--- src/rtl/hazard_pkg.sv ---
package hazard_pkg;
  typedef enum logic [1:0] {
    BYP_RF  = 2'b00,
    BYP_EX  = 2'b01,
    BYP_MEM = 2'b10
  } byp_sel_e;
endpackage

--- src/rtl/operand_bypass.sv ---
module operand_bypass
  import hazard_pkg::*;
#(
  parameter int REG_ADDR_W = 5
) (
  input  logic [REG_ADDR_W-1:0] src,
  input  logic [REG_ADDR_W-1:0] ex_dst,
  input  logic                  ex_wr_en,
  input  logic [REG_ADDR_W-1:0] mem_dst,
  input  logic                  mem_wr_en,
  output byp_sel_e              sel,
  output logic                  ex_hit
);
  localparam logic [REG_ADDR_W-1:0] ZERO_REG = '0;

  logic mem_hit;

  always_comb begin
    ex_hit  = ex_wr_en  && (ex_dst  != ZERO_REG) && (src == ex_dst);
    mem_hit = mem_wr_en && (mem_dst != ZERO_REG) && (src == mem_dst);
    if (ex_hit)       sel = BYP_EX;   // younger producer first
    else if (mem_hit) sel = BYP_MEM;
    else              sel = BYP_RF;
  end
endmodule

--- src/rtl/load_use_detect.sv ---
module load_use_detect #(
  parameter int NUM_SRC = 2
) (
  input  logic [NUM_SRC-1:0] ex_hits,
  input  logic               ex_is_load,
  output logic               load_use
);
  always_comb load_use = ex_is_load && (|ex_hits);
endmodule

--- src/rtl/redirect_ctl.sv ---
module redirect_ctl (
  input  logic load_use,
  input  logic ex_taken,
  output logic hold_fetch,
  output logic ex_bubble,
  output logic flush_young
);
  always_comb begin
    flush_young = ex_taken;
    hold_fetch  = load_use && !ex_taken;
    ex_bubble   = load_use || ex_taken;
  end
endmodule

--- src/rtl/hazard_ctl.sv ---
module hazard_ctl
  import hazard_pkg::*;
#(
  parameter int REG_ADDR_W = 5,
  parameter int NUM_SRC    = 2
) (
  input  logic [NUM_SRC*REG_ADDR_W-1:0] dec_src,
  input  logic [REG_ADDR_W-1:0]         ex_dst,
  input  logic                          ex_wr_en,
  input  logic                          ex_is_load,
  input  logic                          ex_taken,
  input  logic [REG_ADDR_W-1:0]         mem_dst,
  input  logic                          mem_wr_en,
  output logic [2*NUM_SRC-1:0]          byp_sel,
  output logic                          hold_fetch,
  output logic                          ex_bubble,
  output logic                          flush_young
);
  localparam int SEL_W = 2;

  logic [NUM_SRC-1:0] ex_hits;
  logic               load_use;

  for (genvar k = 0; k < NUM_SRC; k++) begin : g_op
    byp_sel_e sel_k;
    operand_bypass #(.REG_ADDR_W(REG_ADDR_W)) u_byp (
      .src       (dec_src[k*REG_ADDR_W +: REG_ADDR_W]),
      .ex_dst    (ex_dst),
      .ex_wr_en  (ex_wr_en),
      .mem_dst   (mem_dst),
      .mem_wr_en (mem_wr_en),
      .sel       (sel_k),
      .ex_hit    (ex_hits[k])
    );
    assign byp_sel[k*SEL_W +: SEL_W] = sel_k;

    always_comb begin
      if (sel_k == BYP_EX)
        AST_EX_SEL_VALID: assert (ex_wr_en && ex_dst != '0) else $error("ex select without producer");
      if (sel_k == BYP_MEM)
        AST_MEM_SEL_VALID: assert (mem_wr_en && mem_dst != '0) else $error("mem select without producer");
    end
  end

  load_use_detect #(.NUM_SRC(NUM_SRC)) u_lud (
    .ex_hits    (ex_hits),
    .ex_is_load (ex_is_load),
    .load_use   (load_use)
  );

  redirect_ctl u_rdr (
    .load_use    (load_use),
    .ex_taken    (ex_taken),
    .hold_fetch  (hold_fetch),
    .ex_bubble   (ex_bubble),
    .flush_young (flush_young)
  );

  always_comb begin
    AST_HOLD_FLUSH_EXCL: assert (!(hold_fetch && flush_young)) else $error("hold with flush");
    if (hold_fetch)
      AST_HOLD_BUBBLE: assert (ex_bubble && ex_is_load) else $error("hold without load bubble");
    if (flush_young)
      AST_FLUSH_BUBBLE: assert (ex_bubble) else $error("flush without bubble");
  end
endmodule

--- config.mk ---
export PLATFORM = sky130hd
export DESIGN_NAME = hazard_ctl
export DESIGN_NICKNAME = d
export VERILOG_FILES = /design/src/rtl/hazard_pkg.sv /design/src/rtl/operand_bypass.sv /design/src/rtl/load_use_detect.sv /design/src/rtl/redirect_ctl.sv /design/src/rtl/hazard_ctl.sv
export SDC_FILE = /design/constraint.sdc
export NUM_CORES = 1
export LEC_CHECK = 0
export BUFFER_PORTS_ARGS = -buffer_cell sky130_fd_sc_hd__buf_2
export CAP_MARGIN = 10
export CORE_AREA = 10 10 47 49
export DETAILED_ROUTE_END_ITERATION = 6
export DIE_AREA = 0 0 57 59
export GPL_TIMING_DRIVEN = 1
export PLACE_DENSITY = 0.69
export SETUP_SLACK_MARGIN = 0.1
export SLEW_MARGIN = 5
export SYNTH_ARGS = -nofsm -noshare
export SYNTH_HDL_FRONTEND = slang
export SYNTH_HIERARCHICAL = 1
export SYNTH_SLANG_ARGS = --single-unit
--- constraint.sdc ---
create_clock -name vclk -period 3.3
set_input_delay 0.495 -clock vclk [all_inputs]
set_output_delay 0.495 -clock vclk [all_outputs]
set_load 0.005 [all_outputs]
==> flow_metrics.tcl, run 1 <==
set metrics [dict create \
    fin_crit_sh_pct 65.7 \
    firstDrtPassIters 3 \
    hold_depth 2 \
    ctsHoldBuffers 0 \
    critPathSlowestCell "o41ai_2" \
    preCtsSetupSlack_ns 1.12 \
    setup_viol 0 \
    p_leak_nw 0.221 \
    synthAdderAreaFrac_pct 0 \
    cp_num_cells 6 \
    path_class "primary input to output port" \
    cp_top_family "compound AO/OA/AOI/OAI gates" \
    maxSlewViolCount 0 \
    grt_pass1_wl_mm 1.95 \
    place_hpwl_mm 1.14 \
    cp-start-kind "primary input" \
    synth_area_leaders "xnor2_1, xor2_1, o41ai_2" \
    finalHoldViolCount 0 \
    syn_nets 70 \
    antenna_cells 0 \
    slew_headroom_pct 78.9 \
    yosys.area.top_type_share_pct 25.4 \
    grt_max_degree 5 \
    fin_util_pct 35.5 \
    peakVddDrop_mv 0.0422 \
    io_buffers 31 \
    regArea_um2 0 \
    nClkBuffers 0 \
    synth_top_family_by_area "XOR/XNOR gates" \
    drive_gt1_share_pct 50.0 \
    synth_mux_area_share_pct 0 \
    synthSimpleGateAreaFrac_pct 31.2 \
    p_per_area_nw_per_um2 116 \
    start_util_pct 24.6 \
    antenna_found_initial 0 \
    status "completed" \
    die_w_um 57 \
    rsz0062_at_grt "false" \
    route.vias.total 419 \
    clock.fmax_ghz 0.461 \
    drc 0 \
    cp_max_fo 4 \
    gr-total-overflow 0 \
    routabilityCongestion 0.720 \
    syn-instance-count 46 \
    worst_setup_path_end_kind "output port" \
    routed_wl_mm 1.25 \
    yosysMostFrequentCell "xnor2_1" \
    grt_pass1_vias 461 \
    seq_cells 0 \
    worst-path-buf-inv 2 \
    worstHoldStart "ex_taken" \
    syn-mean-instance-area_um2 7.51 \
    crit_start "ex_dst[0]" \
    yosysSeqAreaShare_pct 0 \
    grtUsageTotal_pct 6.66 \
    drv_cap 0 \
    synth.largest_area_cell "xnor2_1" \
    vias_per_cell 4.66 \
    fp.dieH_um 59 \
    io_pins 31 \
    postRouteAntennaNets 0 \
    netlist_area_um2 345 \
    setup_slack_ns 1.13 \
    die_area_um2 3360 \
    tns_ns 0 \
    hp-class "primary input to output port" \
    critPathMaxStageDelay_ns 0.35 \
    cts_setup_buffers 0 \
    ys_warn_count 6 \
    nets 100 \
    yosys-top-cells-count "xnor2_1, xor2_1, nand2_1, nand3_1, nor3_1" \
    synth_cell_types 15 \
    synth_xor_area_share_pct 40.6 \
    synthToLayoutAreaGrowth_pct 44.2 \
    drtIter0Drc 3 \
    rows 14 \
    coreArea_um2 1400 \
    post_cts_resized 0 \
    cp.arrival_ns 1.67 \
    synth_compound_area_share_pct 21.7 \
    fin_total_pwr_uw 57.6 \
    crit_top_cell "buf_2" \
    cp.required_ns 2.80 \
    wire_per_inst_um 13.9 \
    period_needed_ns 2.17 \
    max_slew.worst_pin.slew_ns 0.316 \
    crit_path_cell_trace "buf_2, o41ai_2, a211oi_2, o21a_1, or2_1, buf_2" \
]
metal layers:
layer / routed length, um / vias to the layer above / GRT usage (%)
met4: 14 / 0 / 1.01
met1: 456 / 184 / 6.29
met2: 680 / 13 / 13.6
met3: 102 / 2 / 2.15
li1: - / 220 / -
met5: 0 / - / 0
per-stage QoR:
step	hold WS (ns)	cells	cell area (um^2)
2_1_floorplan	1.02	46	345
3_3_place_gp	1.19	90	498
3_5_place_dp	1.19	90	498
4_1_cts	1.19	90	498
5_1_grt	1.21	90	498
6_report	1.19	90	498
cells in the final DEF (no fill, tap or decap):
master    Yosys  routed
nor2b_1       1       1
a21oi_1       2       2
nor2_1        2       2
nand2_1       4       4
o41ai_2       2       2
xor2_1        6       6
xnor2_1      10      10
nor3_2        2       2
nor4_1        2       2
buf_2         0      31
or2_1         1       1
o21a_1        1       1
nor3_1        4       4
a211oi_2      2       2
nand3_1       4       4
path summary, 6_finish.rpt:
kind,endpoint,slack (ns)
worst max-delay path,ex_bubble,1.13
worst min-delay path,flush_young,1.19
cell type report:
type	count	area, um^2
multi-input cells	43	323
well taps	16	20.0
repair buffers	31	155
fillers	170	903
logic make-up (layout without fill, tap and decap cells):
kind of cell              after synthesis  in the layout
and+or+nand+nor                        20             20
xor gates and xnor gates               16             16
AOI/OAI and AO/OA                       7              7
buffers and inverters                   3             31
power by group:
part | switching [mW] | internal [mW]
Combinational | 0.0292 | 0.0284
Clock | 0 | 0
Sequential | 0 | 0
Total | 0.0292 | 0.0284
Note: power is estimated with default switching activity, not from simulation.
==> inputs of run 2 (changes only) <==
--- a/config.mk
+++ b/config.mk
@@ -5,13 +5,14 @@
 export SDC_FILE = /design/constraint.sdc
 export NUM_CORES = 1
 export LEC_CHECK = 0
+export ABC_AREA = 1
 export BUFFER_PORTS_ARGS = -buffer_cell sky130_fd_sc_hd__buf_2
 export CAP_MARGIN = 10
 export CORE_AREA = 10 10 47 49
 export DETAILED_ROUTE_END_ITERATION = 6
 export DIE_AREA = 0 0 57 59
 export GPL_TIMING_DRIVEN = 1
-export PLACE_DENSITY = 0.69
+export PLACE_DENSITY = 0.79
 export SETUP_SLACK_MARGIN = 0.1
 export SLEW_MARGIN = 5
 export SYNTH_ARGS = -nofsm -noshare
==> constraint.sdc (replaced) <==
create_clock -name vclk -period 2.09
set_input_delay 0.3135 -clock vclk [all_inputs]
set_output_delay 0.3135 -clock vclk [all_outputs]
set_load 0.005 [all_outputs]
==> run 2 against run 1 <==
  * Core utilization rose by 9.0 points
  * Final cell count rose by 71%
  * Setup slack got worse by 0.69 ns
  * Count of clock-buffer cells in the layout did not move
  * Synthesized area rose by 37%
  * Die area did not move
  * Synthesized cell count rose by 140%
  * First-iteration DRC count rose to 7.7 times the previous value
  * Combinational power rose by 75%
  * Critical endpoint is now hold_fetch
==> flow_metrics.tcl, run 2 <==
set metrics [dict create \
    final_common_cell "nand2_1" \
    coreArea_um2 1400 \
    synth_compound_area_share_pct 11.7 \
    grt_max_degree 7 \
    cts_setup_buffers 0 \
    synth_cell_types 13 \
    ys_warn_count 6 \
    antenna_cells 0 \
    fin_crit_sh_pct 78.8 \
    fin_total_pwr_uw 101 \
    grt_pass1_vias 625 \
    peakVddDrop_mv 0.0572 \
    grtUsageTotal_pct 8.14 \
    hp-class "primary input to output port" \
    final_cell_mix "nand2_1, buf_2, inv_1" \
    drtIter0Drc 23 \
    synth_mux_area_share_pct 0 \
    path_class "primary input to output port" \
    synthSimpleGateAreaFrac_pct 58.4 \
    period_needed_ns 1.65 \
    p_leak_nw 0.443 \
    rows 14 \
    synth.largest_area_cell "nand2_1" \
    synth_top_family_by_area "simple AND/OR/NAND/NOR gates" \
    crit_start "ex_dst[3]" \
    cp-start-kind "primary input" \
    drc 0 \
    worst_setup_path_end_kind "output port" \
    yosys-top-cells-count "nand2_1, inv_1, nor2_1" \
    yosysSeqAreaShare_pct 0 \
    die_w_um 57 \
    postRouteAntennaNets 0 \
    synthAdderAreaFrac_pct 0 \
    synth_xor_area_share_pct 3.71 \
    route.vias.total 693 \
    seq_cells 0 \
    yosys.area.top_type_share_pct 31.0 \
    p_per_area_nw_per_um2 162 \
    io_buffers 31 \
    routabilityCongestion 0.849 \
    wire_per_inst_um 9.82 \
    ctsHoldBuffers 0 \
    cp.arrival_ns 1.33 \
    nClkBuffers 0 \
    post_cts_resized 0 \
    routed_wl_mm 1.51 \
    vias_per_cell 4.50 \
    setup_slack_ns 0.444 \
    max_slew.worst_pin.slew_ns 0.158 \
    preCtsSetupSlack_ns 0.439 \
    syn-instance-count 110 \
    drv_cap 0 \
    syn_nets 134 \
    yosysMostFrequentCell "nand2_1" \
    antenna_found_initial 0 \
    gr-total-overflow 0 \
    setup_viol 0 \
    start_util_pct 33.7 \
    finalHoldViolCount 0 \
    status "completed" \
    maxSlewViolCount 0 \
    synthToLayoutAreaGrowth_pct 32.4 \
    io_pins 31 \
    fp.dieH_um 59 \
    syn-mean-instance-area_um2 4.29 \
    tns_ns 0 \
    slew_headroom_pct 89.4 \
    crit_end "hold_fetch" \
    clock.fmax_ghz 0.607 \
    firstDrtPassIters 4 \
    drive_gt1_share_pct 29.7 \
    rsz0062_at_grt "false" \
    place_hpwl_mm 1.34 \
    cp.required_ns 1.78 \
    die_area_um2 3360 \
    nets 164 \
    regArea_um2 0 \
    netlist_area_um2 472 \
    synth_area_leaders "nand2_1, inv_1, nor2_1" \
    cp_max_fo 4 \
    fin_util_pct 44.6 \
    grt_pass1_wl_mm 2.46 \
]
-- run 2: cell count changes in the layout (fill, tap and decap cells not counted), sizes merged, moves of 4 or more --
cell	change
nand3	+4
nor3	-6
nand2	+37
xnor2	-10
inv	+27
o21ai	+6
nor2	+17
xor2	-4
-- run 2: metrics by stage --
| step | cells | hold WS (ns) | instance area (um^2) |
|---|---|---|---|
| 2_1_floorplan | 110 | 0.658 | 472 |
| 3_3_place_gp | 154 | 0.826 | 624 |
| 3_5_place_dp | 154 | 0.830 | 624 |
| 4_1_cts | 154 | 0.830 | 624 |
| 5_1_grt | 154 | 0.838 | 624 |
| 6_report | 154 | 0.829 | 624 |
-- run 2: cell type report --
class              instances  area (um^2)
inverters                 27          101
multi-input cells         80          348
well taps                 16         20.0
repair buffers            31          155
fillers                  167          777
-- run 2: worst max-delay path, stage by stage --
cell,delay [ns]
buf_2,0.13
inv_1,0.06
nand2_1,0.05
nand2_1,0.05
nor2_1,0.09
nand3_1,0.09
nor2_2,0.15
nor2_1,0.06
nor2_1,0.08
inv_1,0.06
nor2_1,0.08
buf_2,0.11
-- run 2: logic make-up (layout without fill, tap and decap cells) --
kind of cell / Yosys count / in the layout
AND/OR/NAND/NOR: 68 / 68
AO/OA/AOI/OAI: 10 / 10
buffers and inverters: 30 / 58
XOR/XNOR: 2 / 2
-- run 2: how the worst min path moves through the flow --
stage,start,end,slack [ns],depth (start not counted)
6_report,ex_taken,flush_young,0.83,2
5_1_grt,ex_taken,flush_young,0.84,2
4_1_cts,ex_taken,flush_young,0.83,2
3_5_place_dp,ex_taken,flush_young,0.83,2
3_3_place_gp,ex_taken,flush_young,0.83,2
2_1_floorplan,ex_taken,hold_fetch,0.66,1
-- run 2: metal layers --
layer	vias to the layer above	wire, um	part of all wire (%)	GRT usage (%)
met5	-	0	0	0
met3	0	100	6.6	1.29
met2	23	773	51	15.2
li1	376	-	-	-
met4	0	0	0	0.671
met1	294	640	42	9.80
-- run 2: where the power goes --
| part | internal [mW] | switching (mW) |
|---|---|---|
| sequential | 0 | 0 |
| clock | 0 | 0 |
| combinational | 0.0429 | 0.0582 |
==> inputs of run 3 (changes only) <==
==> constraint.sdc (replaced) <==
create_clock -name vclk -period 1.6
set_input_delay 0.24 -clock vclk [all_inputs]
set_output_delay 0.24 -clock vclk [all_outputs]
set_load 0.005 [all_outputs]
==> run 3 against run 2 <==
  * Final cell count grew 1.9%
  * Critical endpoint unchanged
  * Routed wire length grew 21%
  * Highest routed layer is now met4
  * Flip-flop and latch count is the same
  * Via count rose by 6.9%
  * Cell area rose by 24%
  * Critical path depth unchanged
  * Sequential share of layout area unchanged
  * Largest power group unchanged
  * Die area unchanged
  * Combinational power up 76%
  * Setup slack got worse by 0.32 ns
==> flow_metrics.tcl, run 3 (synthesized netlist as in run 2, its figures left out) <==
set metrics [dict create \
    placedCellCount 154 \
    crit_top_cell "nor2_1" \
    place_hpwl_mm 1.35 \
    crit_path_cell_trace "buf_6, inv_4, nand2_2, nand2_1, nor2_1, nand3_1, nor2_2, nor2_1, nor2_1, inv_1, nor2_1, buf_2" \
    cp_max_fo 3 \
    routabilityCongestion 0.849 \
    period_needed_ns 1.47 \
    hp-class "primary input to output port" \
    fin_total_pwr_uw 178 \
    cp_top_family "simple AND/OR/NAND/NOR gates" \
    die_w_um 57 \
    wl_met2_mm 1.01 \
    min_to "flush_young" \
    drtIter0Drc 25 \
    status "completed" \
    antenna_cells 0 \
    rows 14 \
    drc 0 \
    critPathMaxStageDelay_ns 0.15 \
    p_int_uw 88.3 \
    preCtsSetupSlack_ns 0.0980 \
    slew_headroom_pct 85.9 \
    grt_max_degree 7 \
    met3_wirelength_um 186 \
    antenna_found_initial 0 \
    synthToLayoutAreaGrowth_pct 64.5 \
    vias_per_cell 4.72 \
    power.share.sequential_pct 0 \
    final_cell_mix "nand2_1, nor2_1, buf_2" \
    finalHoldViolCount 0 \
    start_util_pct 33.7 \
    fin_crit_sh_pct 92.0 \
    peakVddDrop_mv 0.0933 \
    coreArea_um2 1400 \
    firstDrtPassIters 4 \
    seq_cells 0 \
    worst-path-buf-inv 4 \
    max_slew.worst_pin.slew_ns 0.209 \
    top_layer "met4" \
    p_per_area_nw_per_um2 229 \
    fin_util_pct 55.4 \
    clock.fmax_ghz 0.679 \
    io_pins 31 \
    p_leak_nw 0.483 \
    critPathSlowestCell "nor2_2" \
    layoutNonFillerInstCount 157 \
    cp.required_ns 1.36 \
    m1WireLength_um 588 \
    drive_gt1_share_pct 44.0 \
    p_comb_share_pct 100.0 \
    maxSlewViolCount 0 \
    setup_viol 0 \
    nets 167 \
    die_area_um2 3360 \
    rsz0062_at_grt "true" \
    io_buffers 31 \
    route.vias.total 741 \
    setup_slack_ns 0.128 \
    final_common_cell "nand2_1" \
    nClkBuffers 0 \
    path_class "primary input to output port" \
    grt_pass1_vias 659 \
    gr-total-overflow 0 \
    cp-start-kind "primary input" \
    hold_depth 2 \
    fp.dieH_um 59 \
    worstHoldStart "ex_taken" \
    p_sw_share_pct 50.3 \
    regArea_um2 0 \
    cp.arrival_ns 1.23 \
    drv_cap 0 \
    pwr-share-clk_pct 0 \
    grtUsageTotal_pct 8.32 \
    wire_per_inst_um 11.7 \
    postRouteAntennaNets 0 \
    grt_pass1_wl_mm 2.52 \
    power.switching_uw 89.5 \
    routed_wl_mm 1.84 \
    worst_setup_path_end_kind "output port" \
]
run 3: layout make-up:
class	instances	area (um^2)
fillers	143	626
inverters	27	111
multi-input cells	80	372
well taps	16	20.0
repair buffers	34	273
run 3: worst max path at each step:
stage | depth (start not counted) | to | from
4_1_cts | 12 | hold_fetch | ex_dst[3]
3_5_place_dp | 12 | hold_fetch | ex_dst[3]
5_1_grt | 12 | hold_fetch | dec_src[9]
2_1_floorplan | 10 | hold_fetch | ex_dst[3]
6_report | 12 | hold_fetch | dec_src[9]
3_3_place_gp | 12 | hold_fetch | ex_dst[3]
run 3: routing by layer:
metal	track usage (%)	vias to the layer above
li1	-	383
met1	9.32	313
met2	15.5	41
met3	1.72	4
met4	2.01	0
met5	0	-
run 3: repair_timing:
item | 4_1_cts | 5_1_grt
pin swaps | 1 | 17
setup buffers | 1 | 2
setup endpoints to repair | 1 | 2
resized for setup | 0 | 49
hold buffers | 0 | 0
run 3: power groups by stage:
stage               Combinational, mW  Sequential, mW  Clock, mW
floorplan                      0.0728               0          0
global placement                0.129               0          0
detailed placement              0.131               0          0
CTS                             0.133               0          0
global route                    0.198               0          0
finish                          0.178               0          0
run 3: metrics by stage:
stage          instance area [um^2]  hold WS [ns]  setup TNS, ns
2_1_floorplan                   472         0.511              0
5_1_grt                         776         0.695        -0.0430
3_5_place_dp                    624         0.684              0
3_3_place_gp                    624         0.679              0
4_1_cts                         632         0.684              0
6_report                        776         0.680              0
